File: config.mk
export PLATFORM = sky130hd
export DESIGN_NAME = alu_classify_unit
export DESIGN_NICKNAME = d
export VERILOG_FILES = /design/src/rtl/alu_cls_pkg.sv /design/src/rtl/alu_op_decoder.sv /design/src/rtl/alu_core.sv /design/src/rtl/sign_classifier.sv /design/src/rtl/alu_classify_unit.sv
export SDC_FILE = /design/constraint.sdc
export NUM_CORES = 1
export LEC_CHECK = 0
export BUFFER_PORTS_ARGS = -buffer_cell sky130_fd_sc_hd__buf_2
export CAP_MARGIN = 20
export CORE_MARGIN = 10
export CORE_UTILIZATION = 60
export DETAILED_ROUTE_END_ITERATION = 10
export GPL_TIMING_DRIVEN = 0
export PLACE_DENSITY = 0.93
export SLEW_MARGIN = 20
export SYNTH_ARGS = -nofsm -noshare
export SYNTH_HDL_FRONTEND = slang
export SYNTH_HIERARCHICAL = 1
export SYNTH_SLANG_ARGS = --single-unit
File: constraint.sdc
create_clock -name vclk -period 12.2
set_input_delay 1.22 -clock vclk [all_inputs]
set_output_delay 1.22 -clock vclk [all_outputs]
set_load 0.1 [all_outputs]
File: src/rtl/alu_cls_pkg.sv
package alu_cls_pkg;
  localparam int unsigned DATA_W = 32;

  typedef enum logic [1:0] {
    CLS_MEM = 2'b00,
    CLS_BRN = 2'b01,
    CLS_FUN = 2'b10,
    CLS_IMM = 2'b11
  } op_class_e;

  typedef enum logic [2:0] {
    OP_AND  = 3'b000,
    OP_OR   = 3'b001,
    OP_NONE = 3'b011,
    OP_ADD  = 3'b100,
    OP_SUB  = 3'b101,
    OP_XOR  = 3'b110
  } alu_op_e;

  typedef enum logic [1:0] {
    OUT_ZERO = 2'd1,
    OUT_NEG  = 2'd2,
    OUT_POS  = 2'd3
  } outcome_e;
endpackage

File: src/rtl/alu_op_decoder.sv
module alu_op_decoder
  import alu_cls_pkg::*;
(
  input  logic [1:0] cls_i,
  input  logic       fn_top_i,
  input  logic [2:0] fn_low_i,
  output alu_op_e    op_o,
  output logic       jr_o
);
  alu_op_e fn_op;
  logic    fn_known;

  always_comb begin
    fn_known = 1'b1;
    unique case (fn_low_i)
      3'b000:  fn_op = OP_ADD;
      3'b010:  fn_op = OP_SUB;
      3'b100:  fn_op = OP_AND;
      3'b101:  fn_op = OP_OR;
      3'b110:  fn_op = OP_XOR;
      default: begin
        fn_op    = OP_NONE;
        fn_known = 1'b0;
      end
    endcase
  end

  always_comb begin
    unique case (op_class_e'(cls_i))
      CLS_MEM: op_o = OP_ADD;
      CLS_BRN: op_o = OP_SUB;
      CLS_IMM: op_o = OP_OR;
      default: op_o = fn_op;
    endcase
  end

  assign jr_o = (cls_i == CLS_FUN) && !fn_top_i && fn_known;

  always_comb begin
    p_jr_needs_fun_r11: assert (!jr_o || (cls_i == CLS_FUN && !fn_top_i))
      else $error("jr outside function class");
    p_imm_is_or_r3: assert (cls_i != CLS_IMM || op_o == OP_OR)
      else $error("immediate class not OR");
  end
endmodule

File: src/rtl/alu_core.sv
module alu_core
  import alu_cls_pkg::*;
#(
  parameter int unsigned W = DATA_W
) (
  input  alu_op_e        op_i,
  input  logic [W-1:0]   a_i,
  input  logic [W-1:0]   b_i,
  output logic [W-1:0]   res_o,
  output logic           zero_o
);
  logic [W-1:0] sum, dif;
  assign sum = a_i + b_i;  // wraps mod 2^W
  assign dif = a_i - b_i;

  always_comb begin
    unique case (op_i)
      OP_ADD:  res_o = sum;
      OP_SUB:  res_o = dif;
      OP_AND:  res_o = a_i & b_i;
      OP_OR:   res_o = a_i | b_i;
      OP_XOR:  res_o = a_i ^ b_i;
      default: res_o = '0;
    endcase
  end

  assign zero_o = ~|res_o;

  always_comb begin
    p_none_zero_r5: assert (op_i != OP_NONE || zero_o)
      else $error("unused op gave nonzero result");
  end
endmodule

File: src/rtl/sign_classifier.sv
module sign_classifier
  import alu_cls_pkg::*;
#(
  parameter int unsigned W = DATA_W
) (
  input  logic [W-1:0] val_i,
  output outcome_e     outcome_o
);
  localparam logic [W-1:0] REF = '0;

  logic sa, sb, gt, lt, eq;
  assign sa = val_i[W-1];
  assign sb = REF[W-1];
  assign eq = (val_i == REF);

  // sign bits decide when they differ, magnitude otherwise
  always_comb begin
    if (sa != sb) begin
      gt = ~sa;
      lt = sa;
    end else begin
      gt = val_i > REF;
      lt = val_i < REF;
    end
  end

  always_comb begin
    if (eq)      outcome_o = OUT_ZERO;
    else if (lt) outcome_o = OUT_NEG;
    else         outcome_o = OUT_POS;
  end

  always_comb begin
    p_code_legal_r7: assert (outcome_o != 2'd0)
      else $error("illegal outcome code");
    p_neg_has_sign_r8: assert (outcome_o != OUT_NEG || val_i[W-1])
      else $error("negative without sign bit");
    p_one_relation_r9: assert ($countones({gt, lt, eq}) == 1)
      else $error("comparator not exclusive");
  end
endmodule

File: src/rtl/alu_classify_unit.sv
module alu_classify_unit
  import alu_cls_pkg::*;
#(
  parameter int unsigned W = DATA_W
) (
  input  logic [1:0]   cls_i,
  input  logic         fn_top_i,
  input  logic [2:0]   fn_low_i,
  input  logic [W-1:0] a_i,
  input  logic [W-1:0] b_i,
  output logic [W-1:0] result_o,
  output logic [1:0]   outcome_o,
  output logic         zero_o,
  output logic         jr_o
);
  alu_op_e  op;
  outcome_e outcome;

  alu_op_decoder u_dec (
    .cls_i   (cls_i),
    .fn_top_i(fn_top_i),
    .fn_low_i(fn_low_i),
    .op_o    (op),
    .jr_o    (jr_o)
  );

  alu_core #(.W(W)) u_alu (
    .op_i  (op),
    .a_i   (a_i),
    .b_i   (b_i),
    .res_o (result_o),
    .zero_o(zero_o)
  );

  sign_classifier #(.W(W)) u_cls (
    .val_i    (result_o),
    .outcome_o(outcome)
  );

  assign outcome_o = outcome;

  always_comb begin
    p_zero_agrees_r10: assert (zero_o == (outcome_o == OUT_ZERO))
      else $error("zero flag disagrees with outcome");
  end
endmodule

[After elaboration in Yosys (flattened, before gate mapping)]
Cells that the tools add are included.
W data, S select, Z words.
Storage, ports and cells
  input port bits: 70
  output and inout bits: 36
  register bits after elaboration: 0
  logic and storage cells: 34
Operators by class
  bitwise gates (word level): 3
  muxes and demuxes: 7
  reduce and logical (&&, ||, !) cells: 10
  equal/unequal tests: 11
  add/sub/neg operators: 2
  $lt $le $gt $ge: 1
Operators by type and width (number)
  $pmux W32 S5: 1
  $add A32 B32 Y32: 1
  $and A32 B32 Y32: 1
  $logic_not A32 Y1: 1
  $lt A32 B1 Y1 const B: 1
  $or A32 B32 Y32: 1
  $reduce_or A32 Y1: 1
  $sub A32 B32 Y32: 1
  $xor A32 B32 Y32: 1
  $eq A3 B3 Y1 const B: 6
  $pmux W3 S5: 1
  $pmux W3 S3: 1
  $logic_not A3 Y1: 2
  $reduce_or A5 Y1: 1
  $eq A2 B2 Y1 const B: 2
  $eq A3 B1 Y1 const B: 1
  $eq A3 B2 Y1 const B: 1
  $mux W1: 3
  $eq A2 B1 Y1 const B: 1
  $logic_and A1 B1 Y1: 2
  $logic_not A1 Y1: 2
  $logic_not A2 Y1: 1
  $mux W2: 1

[Longest topological paths before layout]
  depth in word-level cells: 9
  depth in mapped cells: 24

[By module]
The synthesis kept the hierarchy.
Modules (own cells, without submodules)
  alu_core: instances 1, seq. area each 0.0 µm², area an instance 4352.9 µm², cells an instance 612
  sign_classifier: instances 1, seq. area each 0.0 µm², area an instance 85.1 µm², cells an instance 12
  alu_op_decoder: instances 1, seq. area each 0.0 µm², area an instance 71.3 µm², cells an instance 10

[Worst setup path before layout]
Ideal clock, no wire load.
  path kind: input to output
  from: input fn_low_i[2]
  to: output outcome_o[1]
  cell stages on the path: 21
  data required time: 10.980 ns
  slack: 1.909 ns
  arrival time: 9.071 ns
  buffers on the path: 5
  cell sequence: mux2i_1 -> nor2_1 -> buf_2 -> nor2_1 -> clkbuf_1 -> clkbuf_1 -> nand2_1 -> clkbuf_1 -> o31ai_1 -> xnor2_1 -> ha_1 -> clkbuf_1 -> nand2_1 -> or3_1 -> o21a_1 -> o21ai_1 -> a21oi_1 -> o311ai_0 -> nor4_1 -> nand4_1 -> or2_1
On the way
  longest elaborated chain between the ends: 7
  elaborated cells between the ends (all ways): 15
RTL lines
  start, declared: line alu_classify_unit.sv:8  | input logic [2:0] fn_low_i,
  $eq A3 B3 Y1, or another cell as far along: line alu_op_decoder.sv:15  | unique case (fn_low_i)
  $pmux W3 S5 (*): line alu_op_decoder.sv:15
  $pmux W3 S3 (*): line alu_op_decoder.sv:29  | unique case (op_class_e'(cls_i))
  net op[1]: line alu_classify_unit.sv:16  | alu_op_e op;
  $eq A3 B3 Y1, or another cell as far along: line alu_core.sv:17  | unique case (op_i)
  $pmux W32 S5 (*): line alu_core.sv:17
  net result_o[29]: line alu_classify_unit.sv:11  | output logic [W-1:0] result_o,
  $logic_not A32 Y1 (*): line sign_classifier.sv:14  | assign eq = (val_i == REF);
  $mux W2 (*): line sign_classifier.sv:28  | if (eq) outcome_o = OUT_ZERO;
  end, declared: line alu_classify_unit.sv:12  | output logic [1:0] outcome_o,
Mark *: on every way through the listed nets, which the timed path passes. The rest lies on a longest branch.

[Worst setup path in the final report]
  from: input fn_low_i[2]
  to: output outcome_o[1]
On the way
  longest elaborated chain between the ends: 7
  elaborated cells between the ends (all ways): 15
RTL lines (line)
  $eq A3 B3 Y1, or another cell as far along: alu_op_decoder.sv:15
  $pmux W3 S5 (*): alu_op_decoder.sv:15
  $pmux W3 S3 (*): alu_op_decoder.sv:29
  net op[0]: alu_classify_unit.sv:16
  $eq A3 B3 Y1, or another cell as far along: alu_core.sv:17
  $pmux W32 S5 (*): alu_core.sv:17
  $logic_not A32 Y1 (*): sign_classifier.sv:14
  $mux W2 (*): sign_classifier.sv:28
Marked as above.

==> reports/qor.yml <==
seq_cell_count: 0
max-vdd-ir-drop_v: 0.0000907
drtAntennaViolNets: 0
grt_overflow: 0
dr.pass1.iters: 10
cp.required_ns: 10.98
drt_iter0_markers: 506
io_pins: 106
initial_core_util: 0.618
io_buffer_count: 106
powerDensity_nw_per_um2: 119
synth_common_cells: "ha_1 (96), inv_1 (66), nand2_1 (40), xnor2_1 (37)"
cp_top_family: "buffers and inverters"
die_h_um: 107
setup_viol: 0
synth_cell_types: 70
die_w_um: 107
via_per_inst: 6.57
maxSlewHeadroom: 0.411
grtUsageMet2: 0.506
cpPeakStageDelay_ns: 0.60
comb_power_share: 1.000
finalHoldViolCount: 0
dr_total_vias: 5513
nNetsFinal: 909
grt_pass1_vias: 5523
cts_setup_buffers: 0
swShare: 0.749
p_leak_uw: 0.00252
grt_max_degree: 11
use_met3: 0.0581
final-seq-area_um2: 0
synth_top_cell_area_share: 0.266
ctsResizeCount: 0
period_minus_slack_ns: 9.25
internal_power_uw: 155
slew_viol_final: 0
cpMostUsedCell: "clkbuf_1"
netlist_instances: 634
syn2layout_area_growth_pct: 14.5
fin_hold_ws_ns: 2.83
cts_hold_buf: 0
critical_path_class: "in2out"
synth_area_per_cell_um2: 7.11
ys_seq_area_frac: 0
worstPathMaxFanout: 10
hp-start: "fn_top_i"
core_um2: 7290
synthTopCellsByArea: "ha_1 (27%), xnor2_1 (7.2%), inv_1 (5.5%), a22oi_1 (5.3%), a21oi_1 (4.0%)"
seq_power_share: 0
grt_util_all_layers: 0.286
wl_per_cell_um: 20.9
crit_arrival_ns: 8.03
crit_path_end_kind: "output pin"
antenna_found_initial: 0
met1_usage: 0.333
fin_tns_setup_ns: 0
hold_path_class: "in2out"
cp_num_buf_inv: 7
yosys_warnings: 6
yosysTopAreaCell: "ha_1"
n_clock_buffer: 0
drcViolationCount: 0
synth_area_um2: 4510
crit_start: "fn_low_i[2]"
drive_gt1_frac: 0.176
dieArea_um2: 11400
synth.most_common_cell: "ha_1"
rows: 31
power_switching_uw: 461
rsz0062_at_grt: "false"
drt-total-wl_mm: 17.5
crit_path_start_kind: "primary input"
num_antenna_cells: 0
period_share: 0.758
place_congestion: 1.03
max_freq_mhz: 108
cp_slowest_cell: "clkbuf_1"
top_usage_layer: "met2"
grt_first_pass_wirelength_mm: 27.4
drv_cap: 0
pwr-share-clk: 0
synth_nets: 801
status: "finished clean"
worst_pin_slew_ns: 0.873
dp_hpwl_mm: 14.0
cells in the final DEF, fill, tap and decap left out, drive strengths merged, types with 6 or more instances in the layout:
master | Yosys | routed
a31oi | 8 | 8
o21ai | 36 | 36
clkbuf | 26 | 26
o31ai | 7 | 7
o21a | 7 | 7
nor3 | 10 | 10
xnor2 | 38 | 38
nand4 | 16 | 16
nor2 | 37 | 37
a21o | 18 | 18
a21oi | 36 | 36
or3 | 7 | 7
nand3 | 13 | 13
nor4 | 15 | 15
o22ai | 13 | 13
o22a | 18 | 18
ha | 96 | 96
nand2 | 40 | 40
buf | 5 | 111
a211o | 6 | 6
xor2 | 12 | 12
nand2b | 7 | 7
a22oi | 32 | 32
inv | 69 | 69
per-stage QoR:
| step | instances | util | power, uW | setup WS, ns | instance area [um2] |
|---|---|---|---|---|---|
| 2_1_floorplan | 634 | - | 477 | 1.91 | 4510 |
| 3_3_place_gp | 839 | 0.708 | 593 | 3.14 | 5160 |
| 3_5_place_dp | 839 | 0.708 | 603 | 3.18 | 5160 |
| 4_1_cts | 839 | 0.708 | 605 | 3.17 | 5160 |
| 5_1_grt | 839 | 0.708 | 649 | 2.66 | 5160 |
| 6_report | 839 | 0.708 | 616 | 2.95 | 5160 |
cell type report:
cell class / instances / area (um2)
tap: 99 / 124
buffer: 31 / 120
multi-input combinational: 534 / 4130
fill: 650 / 2130
timing repair buffer: 106 / 531
inverter: 69 / 259
cell families after synthesis:
group                    Yosys count  share of synthesized area
AND/OR/NAND/NOR                  166                      0.204
XOR/XNOR                          50                     0.0988
AO/OA/AOI/OAI                    219                      0.338
buffers and inverters            100                     0.0841
multiplexers                       2                    0.00444
adder cells (fa/ha/maj)           97                      0.271
power groups by stage:
stage	registers (uW)	logic (uW)	clock network (uW)
floorplan	0	477	0
global placement	0	593	0
detailed placement	0	603	0
CTS	0	605	0
global route	0	649	0
finish	0	616	0
path summary, 6_finish.rpt:
path,cells after the start,to,slack (ns)
min,3,jr_o,2.83
max,25,outcome_o[1],2.95
worst min-delay path, stage by stage:
cell	delay [ns]
buf_2	0.08
a211oi_2	0.03
buf_2	0.28
per-layer routing:
metal	wire, um	vias to the layer above
met4	678	0
li1	-	2561
met2	8140	376
met5	0	-
met3	1960	64
met1	6760	2512
Note: power is estimated with default switching activity, not from simulation.
